## src/rtl/ycc_out_fmt.sv

```systemverilog
module ycc_out_fmt #(
  parameter int DW     = 8,
  parameter int PH_MAX = 3
) (
  input  logic          clk,
  input  logic          rst_n,
  input  logic          hvalid,
  input  logic [DW-1:0] y_in,
  input  logic [DW-1:0] cb_in,
  input  logic [DW-1:0] cr_in,
  input  logic [DW-1:0] burst_lvl,
  input  logic [DW-1:0] burst_ref,
  input  logic          sync_ok,
  input  logic [1:0]    kill_sel,
  input  logic          kill_force,
  input  logic          blue_auto,
  input  logic          fmt_411,
  input  logic          mux_en,
  input  logic [1:0]    y_phase,
  input  logic [1:0]    c_phase,
  output logic [DW-1:0] y_out,
  output logic [DW-1:0] c_out
);
  localparam int CW = DW + 3;
  localparam logic [DW-1:0] Y_BLK  = DW'(16);
  localparam logic [DW-1:0] C_MID  = DW'(128);
  localparam logic [DW-1:0] Y_BLUE = DW'(41);
  localparam logic [DW-1:0] B_BLUE = DW'(240);
  localparam logic [DW-1:0] R_BLUE = DW'(110);

  // killer threshold compare
  logic [CW-1:0] lvl_sc;
  always_comb begin
    case (kill_sel)
      2'b00:   lvl_sc = {3'b000, burst_lvl} << 1;
      2'b01:   lvl_sc = {3'b000, burst_lvl} << 2;
      default: lvl_sc = {3'b000, burst_lvl} << 3;
    endcase
  end

  wire kill_auto = (kill_sel != 2'b11) && (lvl_sc < {3'b000, burst_ref});
  wire kill      = kill_force | kill_auto;
  wire blue      = blue_auto & ~sync_ok;

  // stage A: substitution
  logic          hv_a;
  logic [1:0]    cnt_a;
  logic [DW-1:0] y_a, cb_a, cr_a;

  always_ff @(posedge clk) begin
    if (!rst_n) begin
      hv_a  <= 1'b0;
      cnt_a <= 2'd0;
      y_a   <= Y_BLK;
      cb_a  <= C_MID;
      cr_a  <= C_MID;
    end else begin
      hv_a  <= hvalid;
      cnt_a <= (hvalid && !hv_a) ? 2'd0 : cnt_a + 2'd1;
      if (!hvalid) begin
        y_a  <= Y_BLK;
        cb_a <= C_MID;
        cr_a <= C_MID;
      end else if (blue) begin
        y_a  <= Y_BLUE;
        cb_a <= B_BLUE;
        cr_a <= R_BLUE;
      end else begin
        y_a  <= y_in;
        cb_a <= kill ? C_MID : cb_in;
        cr_a <= kill ? C_MID : cr_in;
      end
    end
  end

  // stage B: formatting
  logic [DW-1:0] y_b, c_b, grp_cb, grp_cr;
  logic [DW-1:0] y_nx, c_nx, src_cb, src_cr;
  logic [1:0]    pc_cb, pc_cr;

  assign src_cb = (cnt_a == 2'd0) ? cb_a : grp_cb;
  assign src_cr = (cnt_a == 2'd0) ? cr_a : grp_cr;

  always_comb begin
    case (cnt_a)
      2'd0:    begin pc_cb = src_cb[7:6]; pc_cr = src_cr[7:6]; end
      2'd1:    begin pc_cb = src_cb[5:4]; pc_cr = src_cr[5:4]; end
      2'd2:    begin pc_cb = src_cb[3:2]; pc_cr = src_cr[3:2]; end
      default: begin pc_cb = src_cb[1:0]; pc_cr = src_cr[1:0]; end
    endcase
  end

  always_comb begin
    y_nx = Y_BLK;
    c_nx = C_MID;
    if (hv_a) begin
      if (mux_en) begin
        case (cnt_a)
          2'd0:    y_nx = cb_a;
          2'd2:    y_nx = grp_cr;
          default: y_nx = y_a;
        endcase
      end else begin
        y_nx = y_a;
        if (fmt_411) c_nx = {pc_cb, pc_cr, {(DW-4){1'b0}}};
        else         c_nx = cnt_a[0] ? cr_a : cb_a;
      end
    end
  end

  always_ff @(posedge clk) begin
    if (!rst_n) begin
      y_b    <= Y_BLK;
      c_b    <= C_MID;
      grp_cb <= C_MID;
      grp_cr <= C_MID;
    end else begin
      y_b <= y_nx;
      c_b <= c_nx;
      if (cnt_a == 2'd0) begin
        grp_cb <= cb_a;
        grp_cr <= cr_a;
      end
    end
  end

  // phase delay lines
  logic [DW-1:0] y_d [PH_MAX];
  logic [DW-1:0] c_d [PH_MAX];

  always_ff @(posedge clk) begin
    if (!rst_n) begin
      for (int i = 0; i < PH_MAX; i++) begin
        y_d[i] <= Y_BLK;
        c_d[i] <= C_MID;
      end
    end else begin
      y_d[0] <= y_b;
      c_d[0] <= c_b;
      for (int i = 1; i < PH_MAX; i++) begin
        y_d[i] <= y_d[i-1];
        c_d[i] <= c_d[i-1];
      end
    end
  end

  assign y_out = (y_phase == 2'd0) ? y_b : y_d[y_phase - 2'd1];
  assign c_out = (c_phase == 2'd0) ? c_b : c_d[c_phase - 2'd1];

  AST_RESET_BLANK: assert property (@(posedge clk) !rst_n |=> (y_b == Y_BLK && c_b == C_MID));
  AST_IDLE_BLANK: assert property (@(posedge clk) disable iff (!rst_n) !hvalid |=> (y_a == Y_BLK && cb_a == C_MID && cr_a == C_MID));
  AST_FIRST_CB: assert property (@(posedge clk) disable iff (!rst_n) (hv_a && !mux_en && !fmt_411 && cnt_a == 2'd0) |=> c_b == $past(cb_a));
  AST_MUX_CMID: assert property (@(posedge clk) disable iff (!rst_n) (hv_a && mux_en) |=> c_b == C_MID);
  AST_FORCE_KILL: assert property (@(posedge clk) disable iff (!rst_n) (hvalid && kill_force && sync_ok) |=> (cb_a == C_MID && cr_a == C_MID));
  AST_BLUE_SUB: assert property (@(posedge clk) disable iff (!rst_n) (hvalid && blue_auto && !sync_ok) |=> (y_a == Y_BLUE && cb_a == B_BLUE && cr_a == R_BLUE));
  AST_Y_ONE_STEP: assert property (@(posedge clk) disable iff (!rst_n) (y_phase == 2'd1) |-> y_out == $past(y_b));
endmodule

```

## config.mk

```make
export PLATFORM = sky130hd
export DESIGN_NAME = ycc_out_fmt
export DESIGN_NICKNAME = d
export VERILOG_FILES = /design/src/rtl/ycc_out_fmt.sv
export SDC_FILE = /design/constraint.sdc
export NUM_CORES = 1
export LEC_CHECK = 0
export BUFFER_PORTS_ARGS = -buffer_cell sky130_fd_sc_hd__buf_2
export CAP_MARGIN = 0
export CELL_PAD_IN_SITES_DETAIL_PLACEMENT = 1
export CELL_PAD_IN_SITES_GLOBAL_PLACEMENT = 2
export CORE_ASPECT_RATIO = 1.5
export CORE_MARGIN = 10
export CORE_UTILIZATION = 35
export DETAILED_ROUTE_END_ITERATION = 7
export PLACE_DENSITY = 0.86
export SETUP_SLACK_MARGIN = 0.3
export SLEW_MARGIN = 0
export SYNTH_ARGS = -nofsm -noshare
export SYNTH_HDL_FRONTEND = slang
export SYNTH_SLANG_ARGS = --single-unit
```

## constraint.sdc

```tcl
create_clock -name clk -period 2.01 [get_ports clk]
set_input_delay 0.3015 -clock clk [delete_from_list [all_inputs] [get_ports clk]]
set_output_delay 0.3015 -clock clk [all_outputs]
set_load 0.02 [all_outputs]
```

==> results of run 1 <==
-- layout make-up --
class / instances / area, um2 / area share (%)
Timing Repair Buffer: 83 / 475 / 8.58
Clock buffer: 11 / 253 / 4.56
Clock inverter: 5 / 62.6 / 1.13
Tap cell: 159 / 199 / 3.59
Sequential cell: 105 / 2100 / 38.0
Multi-Input combinational cell: 340 / 2380 / 43.0
Inverter: 18 / 67.6 / 1.22
-- cells by family after synthesis --
family / Yosys count / share of synthesized area (%)
adders and majority gates: 13 / 3.56
muxes: 44 / 9.70
buffers and inverters: 45 / 4.57
and+or+nand+nor: 174 / 20.8
DFF: 105 / 46.0
AOI/OAI and AO/OA: 108 / 15.4
-- cells in the final DEF, fill, tap and decap left out, types with 9 or more instances in the layout --
master                      count
sky130_fd_sc_hd__a22oi_1        9
sky130_fd_sc_hd__buf_2         67
sky130_fd_sc_hd__mux2i_1       42
sky130_fd_sc_hd__nor2b_1       16
sky130_fd_sc_hd__o211ai_1      10
sky130_fd_sc_hd__buf_4         13
sky130_fd_sc_hd__and2_1        46
sky130_fd_sc_hd__nor2_1        25
sky130_fd_sc_hd__clkbuf_16      9
sky130_fd_sc_hd__ha_1           9
sky130_fd_sc_hd__o21ai_2       17
sky130_fd_sc_hd__o21ai_0       22
sky130_fd_sc_hd__nand2_1       55
sky130_fd_sc_hd__a21oi_1       18
sky130_fd_sc_hd__dfxtp_1      104
sky130_fd_sc_hd__inv_1         18
-- worst max path at each step --
stage                     start  endpoint  slack (ns)  cells past startpoint
finish              kill_sel[0]   cr_a[4]        0.36                      8
global route        kill_sel[0]   cr_a[4]        0.25                      8
CTS                 kill_sel[0]   cr_a[4]        0.31                      8
detailed placement  kill_sel[0]   cr_a[4]       -0.05                      8
global placement    kill_sel[0]   cb_a[0]        0.04                      8
floorplan           kill_sel[0]   cr_a[7]        0.24                      8
-- what timing repair did --
action | 4_1_cts | 5_1_grt
setup endpoints to repair | 4 | 19
buffers inserted | 0 | 1
pin swaps | 0 | 7
resized for setup | 1 | 12
cloned | 0 | 1
-- per-stage QoR --
| step | hold WS [ns] | setup slack (ns) |
|---|---|---|
| after floorplan | 0.396 | 0.244 |
| after CTS | 0.151 | 0.308 |
| after global placement | 0.415 | 0.0367 |
| after global routing | 0.161 | 0.255 |
| final | 0.159 | 0.355 |
| after detailed placement | 0.426 | -0.0537 |
-- flip-flops by register name, indices dropped and copies added (netlist names) --
signal	cells
cr_a	8
grp_cr	8
cnt_a	2
c_d	24
y_d	24
cb_a	8
y_b	8
c_b	8
hv_a	1
y_a	8
grp_cb	6
-- synthesized netlist by cell type, drive strengths merged (2+ instances only) --
cell,instances
o211ai,10
clkbuf,12
buf,15
nand2,57
a221o,2
nand3b,6
and2,46
nand2b,8
a22oi,9
ha,13
mux2i,42
mux2,2
o22ai,3
dfxtp,105
o21a,2
o21ai,43
inv,18
nor2b,16
nand3,2
nor2,25
nor3,2
nor3b,9
or3,2
a21oi,23
a22o,8
a21o,2
-- per-layer routing --
metal	part of all wire [%]	vias up
met5	0	-
met4	2.9	0
met3	4.5	23
met2	52	80
met1	40	1709
li1	-	1811
-- where the power goes --
group,total (mW),switching [mW],internal [mW],leakage [nW]
registers,2.15,0.0294,2.12,0.851
clock network,1.78,0.746,1.04,0.148
logic,0.636,0.364,0.272,1.38
total,4.57,1.14,3.43,2.38
-- worst max-delay path, delay by kind of cell --
family / cells / cell delay, ns
buffers and inverters: 1 / 0.11
AND/OR/NAND/NOR: 1 / 0.15
AO/OA/AOI/OAI: 4 / 0.77
multiplexers: 1 / 0.20
adder cells (fa/ha/maj): 1 / 0.33
==> flow_results.xml, run 1 <==
<?xml version="1.0" encoding="UTF-8"?>
<metrics>
  <group name="global_routing">
    <metric name="met3_use_gr" unit="%">3.19</metric>
    <metric name="via_count_of_the_first_global_routing_pass" unit="">3981</metric>
    <metric name="grt_use_met2" unit="%">22.8</metric>
    <metric name="met1_usage" unit="%">13.3</metric>
    <metric name="grt_start_max_net_pins" unit="">64</metric>
    <metric name="grt_pass1_wl" unit="mm">19.1</metric>
    <metric name="grt.overflow.total" unit="">0</metric>
    <metric name="globalRouteTotalUtil" unit="%">12.7</metric>
    <metric name="grt_antenna_before_repair" unit="">0</metric>
    <metric name="top_usage_layer" unit="">met2</metric>
  </group>
  <group name="critical_path">
    <metric name="cp-end-kind" unit="">flop</metric>
    <metric name="worst_r2r_path_depth" unit="">7</metric>
    <metric name="worstPathCellList" unit="">buf_8 -&gt; mux2i_1 -&gt; o21ai_1 -&gt; ha_1 -&gt; a211oi_4 -&gt; nand2_2 -&gt; o21ai_4 -&gt; a21oi_1</metric>
    <metric name="crit-reg2reg-capture" unit="">c_b[5]</metric>
    <metric name="cp_slowest_cell" unit="">sky130_fd_sc_hd__ha_1</metric>
    <metric name="worst_ep_required_time" unit="ns">2.22</metric>
    <metric name="worst-endpoint-arrival" unit="ns">1.87</metric>
    <metric name="worst_setup_path_start_kind" unit="">input port</metric>
    <metric name="reg2reg_setup_slack" unit="ns">0.42</metric>
    <metric name="critical_path.max_fanout" unit="">9</metric>
    <metric name="reg2reg_start" unit="">cnt_a[1]</metric>
    <metric name="critPathKind" unit="">in2reg</metric>
    <metric name="crit_path_max_incr_delay" unit="ns">0.33</metric>
  </group>
  <group name="timing">
    <metric name="totalNegativeSetupSlack" unit="ns">0</metric>
    <metric name="maxSlewHeadroom" unit="%">56.9</metric>
    <metric name="actual_transition_at_the_worst_max_transition_pin" unit="ns">0.645</metric>
    <metric name="finalHoldViolations" unit="">0</metric>
    <metric name="report.final.setup_viol" unit="">0</metric>
    <metric name="final_period_minus_worst_setup_slack" unit="ns">1.65</metric>
    <metric name="clock_skew" unit="ns">0.00572</metric>
    <metric name="drv_slew" unit="">0</metric>
    <metric name="rsz0062_at_grt" unit="">true</metric>
    <metric name="max_freq" unit="MHz">604</metric>
    <metric name="final_min_period_over_clock_period" unit="%">82.3</metric>
  </group>
  <group name="placement">
    <metric name="dpl_cell_area" unit="um2">5170</metric>
    <metric name="detailedPlacementHpwl" unit="mm">9.01</metric>
    <metric name="gp_routability_congestion" unit="">0.878</metric>
    <metric name="place.detailed.instances" unit="">703</metric>
    <metric name="port-buffer-count" unit="">69</metric>
  </group>
  <group name="finish">
    <metric name="nNetsFinal" unit="">624</metric>
    <metric name="number_of_antenna_diodes" unit="">0</metric>
    <metric name="final_design_area_no_fill" unit="um2">5540</metric>
    <metric name="area.growth.synth_to_final" unit="%">21.3</metric>
    <metric name="final_cells" unit="">721</metric>
    <metric name="final_util" unit="%">43.0</metric>
    <metric name="final.fill_count" unit="">1511</metric>
    <metric name="final_layout_size_suffix_gt1_share" unit="%">25.3</metric>
  </group>
  <group name="route">
    <metric name="dr.pass1.iters" unit="">4</metric>
    <metric name="totalWireLength" unit="mm">11.6</metric>
    <metric name="wire_per_inst" unit="um">16.1</metric>
    <metric name="route.detailed.drc" unit="">0</metric>
    <metric name="routed_via_density" unit="">5.02</metric>
    <metric name="drt.antenna.violating_nets" unit="">0</metric>
    <metric name="detail_route.iter0.violations" unit="">109</metric>
    <metric name="via_count" unit="">3623</metric>
  </group>
  <group name="pwr">
    <metric name="pwr_density_cell" unit="nW/um2">825</metric>
    <metric name="p_leak" unit="nW">2.38</metric>
    <metric name="power.ir.vdd_worst" unit="mV">0.372</metric>
    <metric name="p_total" unit="mW">4.57</metric>
  </group>
  <group name="cts">
    <metric name="tritoncts" unit="">built</metric>
    <metric name="cts.htree.levels" unit="">3</metric>
    <metric name="ctsRootBufferMaster" unit="">sky130_fd_sc_hd__clkbuf_16</metric>
    <metric name="cts-hold-fix-buffers" unit="">0</metric>
    <metric name="cts.path.max_buffers" unit="">2</metric>
    <metric name="clkSinkCount" unit="">105</metric>
    <metric name="clk-insertion-delay-late" unit="ns">0.34</metric>
    <metric name="worst_setup_hold_path_clk_slew" unit="ns">0.07</metric>
    <metric name="tritoncts_buffers" unit="">9</metric>
  </group>
  <group name="job">
    <metric name="max_cap_viols" unit="">0</metric>
  </group>
  <group name="synth">
    <metric name="synthDominantAreaCellType" unit="">sky130_fd_sc_hd__dfxtp_1</metric>
    <metric name="syn_area_per_cell" unit="um2">9.34</metric>
    <metric name="synth_flop_cell" unit="">sky130_fd_sc_hd__dfxtp_1</metric>
    <metric name="async_reset_ff_share" unit="%">0</metric>
    <metric name="syn-cell-area" unit="um2">4570</metric>
    <metric name="synth_cells" unit="">489</metric>
    <metric name="synth_cell_types" unit="">45</metric>
    <metric name="seq_area_frac_synth" unit="%">46.0</metric>
    <metric name="postSynthNetCount" unit="">556</metric>
    <metric name="synth_top_area_share" unit="%">46.0</metric>
    <metric name="synth-edff-count" unit="">0</metric>
    <metric name="synth_area_leaders" unit="">sky130_fd_sc_hd__dfxtp_1 46%, sky130_fd_sc_hd__mux2i_1 9.2%, sky130_fd_sc_hd__and2_1 6.3%, sky130_fd_sc_hd__nand2_1 4.4%, sky130_fd_sc_hd__o21ai_0 4.3%</metric>
    <metric name="synth-warning-count" unit="">0</metric>
    <metric name="synth_seq_cells" unit="">105</metric>
  </group>
  <group name="floorplanning">
    <metric name="ios" unit="">70</metric>
    <metric name="chipWidth" unit="um">113</metric>
    <metric name="std_cell_rows" unit="">51</metric>
    <metric name="fp.dieArea" unit="um2">18100</metric>
    <metric name="chipHeight" unit="um">160</metric>
    <metric name="coreArea" unit="um2">12900</metric>
    <metric name="starting_density_of_the_core" unit="%">35.4</metric>
  </group>
  <group name="status">
    <metric name="run_status" unit="">finished, final reports clean</metric>
  </group>
  <group name="worst_hold_path">
    <metric name="min_delay_path_depth" unit="">2</metric>
    <metric name="hold_end" unit="">y_a[6]</metric>
    <metric name="timing.hold.worst.class" unit="">in2reg</metric>
    <metric name="hold_start" unit="">y_in[6]</metric>
  </group>
</metrics>
Note: power is estimated with default switching activity, not from simulation.
==> run 2: changes to the inputs <==
--- a/config.mk
+++ b/config.mk
@@ -11,9 +11,9 @@
 export CELL_PAD_IN_SITES_GLOBAL_PLACEMENT = 2
 export CORE_ASPECT_RATIO = 1.5
 export CORE_MARGIN = 10
-export CORE_UTILIZATION = 35
+export CORE_UTILIZATION = 31
 export DETAILED_ROUTE_END_ITERATION = 7
-export PLACE_DENSITY = 0.86
+export PLACE_DENSITY = 0.81
 export SETUP_SLACK_MARGIN = 0.3
 export SLEW_MARGIN = 0
 export SYNTH_ARGS = -nofsm -noshare
==> constraint.sdc (replaced) <==
create_clock -name clk -period 1.4 [get_ports clk]
set_input_delay 0.21 -clock clk [delete_from_list [all_inputs] [get_ports clk]]
set_output_delay 0.21 -clock clk [all_outputs]
set_load 0.02 [all_outputs]
==> flow_results.xml, run 2 (same netlist as run 1, synthesis figures left out) <==
<?xml version="1.0" encoding="UTF-8"?>
<metrics>
  <group name="cts">
    <metric name="worst_setup_hold_path_clk_slew" unit="ns">0.07</metric>
    <metric name="clk-insertion-delay-late" unit="ns">0.34</metric>
    <metric name="ctsRootBufferMaster" unit="">sky130_fd_sc_hd__clkbuf_16</metric>
    <metric name="clkSinkCount" unit="">105</metric>
    <metric name="cts-hold-fix-buffers" unit="">0</metric>
    <metric name="tritoncts" unit="">built</metric>
    <metric name="cts.path.max_buffers" unit="">2</metric>
    <metric name="tritoncts_buffers" unit="">9</metric>
    <metric name="cts.htree.levels" unit="">3</metric>
  </group>
  <group name="critical_path">
    <metric name="critPathKind" unit="">in2reg</metric>
    <metric name="cp-end-kind" unit="">flop</metric>
    <metric name="worstSetupStartpoint" unit="">kill_sel[0]</metric>
    <metric name="critical_path.max_fanout" unit="">8</metric>
    <metric name="reg2reg_start" unit="">cnt_a[0]</metric>
    <metric name="worst_ep_required_time" unit="ns">1.63</metric>
    <metric name="reg2reg_setup_slack" unit="ns">-0.07</metric>
    <metric name="worst-endpoint-arrival" unit="ns">1.75</metric>
    <metric name="worst_setup_path_start_kind" unit="">input port</metric>
    <metric name="crit_path_end" unit="">cr_a[6]</metric>
    <metric name="worst_r2r_path_depth" unit="">7</metric>
    <metric name="crit-reg2reg-capture" unit="">c_b[5]</metric>
  </group>
  <group name="finish">
    <metric name="final_design_area_no_fill" unit="um2">6500</metric>
    <metric name="final_common_cell" unit="">sky130_fd_sc_hd__dfxtp_1</metric>
    <metric name="nNetsFinal" unit="">669</metric>
    <metric name="largest_registers" unit="">c_d: 24 flops, y_d: 24 flops</metric>
    <metric name="final_layout_size_suffix_gt1_share" unit="%">45.8</metric>
    <metric name="final.fill_count" unit="">1640</metric>
    <metric name="mostFrequentLayoutCells" unit="">76 x sky130_fd_sc_hd__dfxtp_1, 49 x sky130_fd_sc_hd__nand2_1, 48 x sky130_fd_sc_hd__buf_2, 46 x sky130_fd_sc_hd__and2_1, 36 x sky130_fd_sc_hd__mux2i_1</metric>
    <metric name="number_of_antenna_diodes" unit="">0</metric>
    <metric name="area.growth.synth_to_final" unit="%">42.3</metric>
  </group>
  <group name="timing">
    <metric name="actual_transition_at_the_worst_max_transition_pin" unit="ns">0.926</metric>
    <metric name="clock_skew" unit="ns">0.0107</metric>
    <metric name="max_freq" unit="MHz">657</metric>
    <metric name="final.setup.worst_slack" unit="ns">-0.122</metric>
    <metric name="drv_slew" unit="">0</metric>
    <metric name="hold_ws" unit="ns">0.0694</metric>
    <metric name="rsz0062_at_grt" unit="">true</metric>
    <metric name="final_min_period_over_clock_period" unit="%">109</metric>
    <metric name="maxSlewHeadroom" unit="%">38.1</metric>
    <metric name="totalNegativeSetupSlack" unit="ns">-1.52</metric>
    <metric name="finalHoldViolations" unit="">0</metric>
    <metric name="report.final.setup_viol" unit="">23</metric>
    <metric name="final_period_minus_worst_setup_slack" unit="ns">1.52</metric>
  </group>
  <group name="global_routing">
    <metric name="grt_start_max_net_pins" unit="">49</metric>
    <metric name="globalRouteTotalUtil" unit="%">13.2</metric>
    <metric name="grt.overflow.total" unit="">0</metric>
    <metric name="grt_pass1_wl" unit="mm">21.7</metric>
    <metric name="grt_antenna_before_repair" unit="">0</metric>
    <metric name="via_count_of_the_first_global_routing_pass" unit="">4293</metric>
  </group>
  <group name="worst_hold_path">
    <metric name="timing.hold.worst.class" unit="">in2reg</metric>
  </group>
  <group name="floorplanning">
    <metric name="chipWidth" unit="um">119</metric>
    <metric name="fp.dieArea" unit="um2">20100</metric>
    <metric name="starting_density_of_the_core" unit="%">31.4</metric>
    <metric name="coreArea" unit="um2">14500</metric>
    <metric name="std_cell_rows" unit="">54</metric>
    <metric name="ios" unit="">70</metric>
    <metric name="chipHeight" unit="um">169</metric>
  </group>
  <group name="pwr">
    <metric name="p_total" unit="mW">6.76</metric>
    <metric name="power.ir.vdd_worst" unit="mV">0.575</metric>
    <metric name="p_leak" unit="nW">2.70</metric>
    <metric name="pwr_density_cell" unit="nW/um2">1040</metric>
  </group>
  <group name="route">
    <metric name="route.detailed.drc" unit="">0</metric>
    <metric name="via_count" unit="">3820</metric>
    <metric name="detail_route.iter0.violations" unit="">137</metric>
    <metric name="dr.pass1.iters" unit="">4</metric>
    <metric name="totalWireLength" unit="mm">13.3</metric>
    <metric name="routed_via_density" unit="">4.76</metric>
    <metric name="wire_per_inst" unit="um">16.6</metric>
    <metric name="drt.antenna.violating_nets" unit="">0</metric>
  </group>
  <group name="job">
    <metric name="max_cap_viols" unit="">0</metric>
  </group>
  <group name="status">
    <metric name="violations" unit="">negative setup slack</metric>
    <metric name="run_status" unit="">finished, violations left</metric>
  </group>
  <group name="placement">
    <metric name="gp_routability_congestion" unit="">0.826</metric>
    <metric name="detailedPlacementHpwl" unit="mm">9.77</metric>
    <metric name="dpl_cell_area" unit="um2">5530</metric>
    <metric name="place_worst_setup_slack" unit="ns">-0.622</metric>
    <metric name="port-buffer-count" unit="">69</metric>
  </group>
</metrics>
==> run 2: changes by cell type in the layout (fill, tap and decap cells not counted), sizes merged <==
| cell | change |
|---|---|
| a21oi | +1 |
| buf | +45 |
| bufinv | -1 |
| clkbuf | -3 |
| clkinv | +4 |
| clkinvlp | -2 |
| inv | +1 |
==> run 2: metrics by stage <==
stage / instances / util (%)
2_1_floorplan: 489 / -
3_3_place_gp: 762 / 38.1
3_5_place_dp: 762 / 38.1
4_1_cts: 798 / 43.6
5_1_grt: 803 / 44.8
6_report: 803 / 44.8
==> run 2: worst max-delay path, cell delays in order <==
cell and delay, ns:
sky130_fd_sc_hd__buf_12 0.11, sky130_fd_sc_hd__buf_4 0.13, sky130_fd_sc_hd__mux2i_1 0.13, sky130_fd_sc_hd__nor2_1 0.06, sky130_fd_sc_hd__ha_1 0.27, sky130_fd_sc_hd__o211ai_1 0.19, sky130_fd_sc_hd__buf_4 0.18, sky130_fd_sc_hd__buf_6 0.09
sky130_fd_sc_hd__a21oi_2 0.04, sky130_fd_sc_hd__o211ai_1 0.24, sky130_fd_sc_hd__nand2_1 0.08
==> run 2: area by class of cell <==
class | instances | area (um2) | share of cell area [%]
timing repair buffer | 127 | 1070 | 16.4
clock inverter | 7 | 53.8 | 0.828
inverter | 18 | 80.1 | 1.23
multi-input combinational | 341 | 2690 | 41.4
tap | 196 | 245 | 3.77
sequential | 105 | 2140 | 32.9
clock buffer | 9 | 225 | 3.46
==> run 2: report_power, final <==
part | switching [mW] | internal (mW)
clock network | 1.10 | 1.22
logic | 0.670 | 0.672
registers | 0.0521 | 3.05
total | 1.82 | 4.94
==> run 2: worst min-delay path by stage <==
stage	slack, ns	from	depth (start not counted)	to
after detailed placement	0.42	y_in[2]	2	y_a[2]
final	0.07	y_in[2]	2	y_a[2]
after global routing	0.07	y_in[7]	2	y_a[7]
after CTS	0.06	y_in[2]	2	y_a[2]
after global placement	0.41	y_in[2]	2	y_a[2]
after floorplan	0.30	fmt_411	1	c_b[6]
==> run 2: repair_timing <==
action,CTS,global route
buffers inserted,19,4
resized for setup,111,37
cloned,1,1
endpoints found under the setup margin,58,60
pin swaps,56,24
==> run 2: metal layers <==
layer / vias to the layer above / wire length, um / GRT usage [%]
met4: 0 / 272 / 4.48
met2: 76 / 7380 / 25.2
met5: - / 0 / 0
met3: 13 / 530 / 3.16
met1: 1830 / 5120 / 13.6
li1: 1901 / - / -
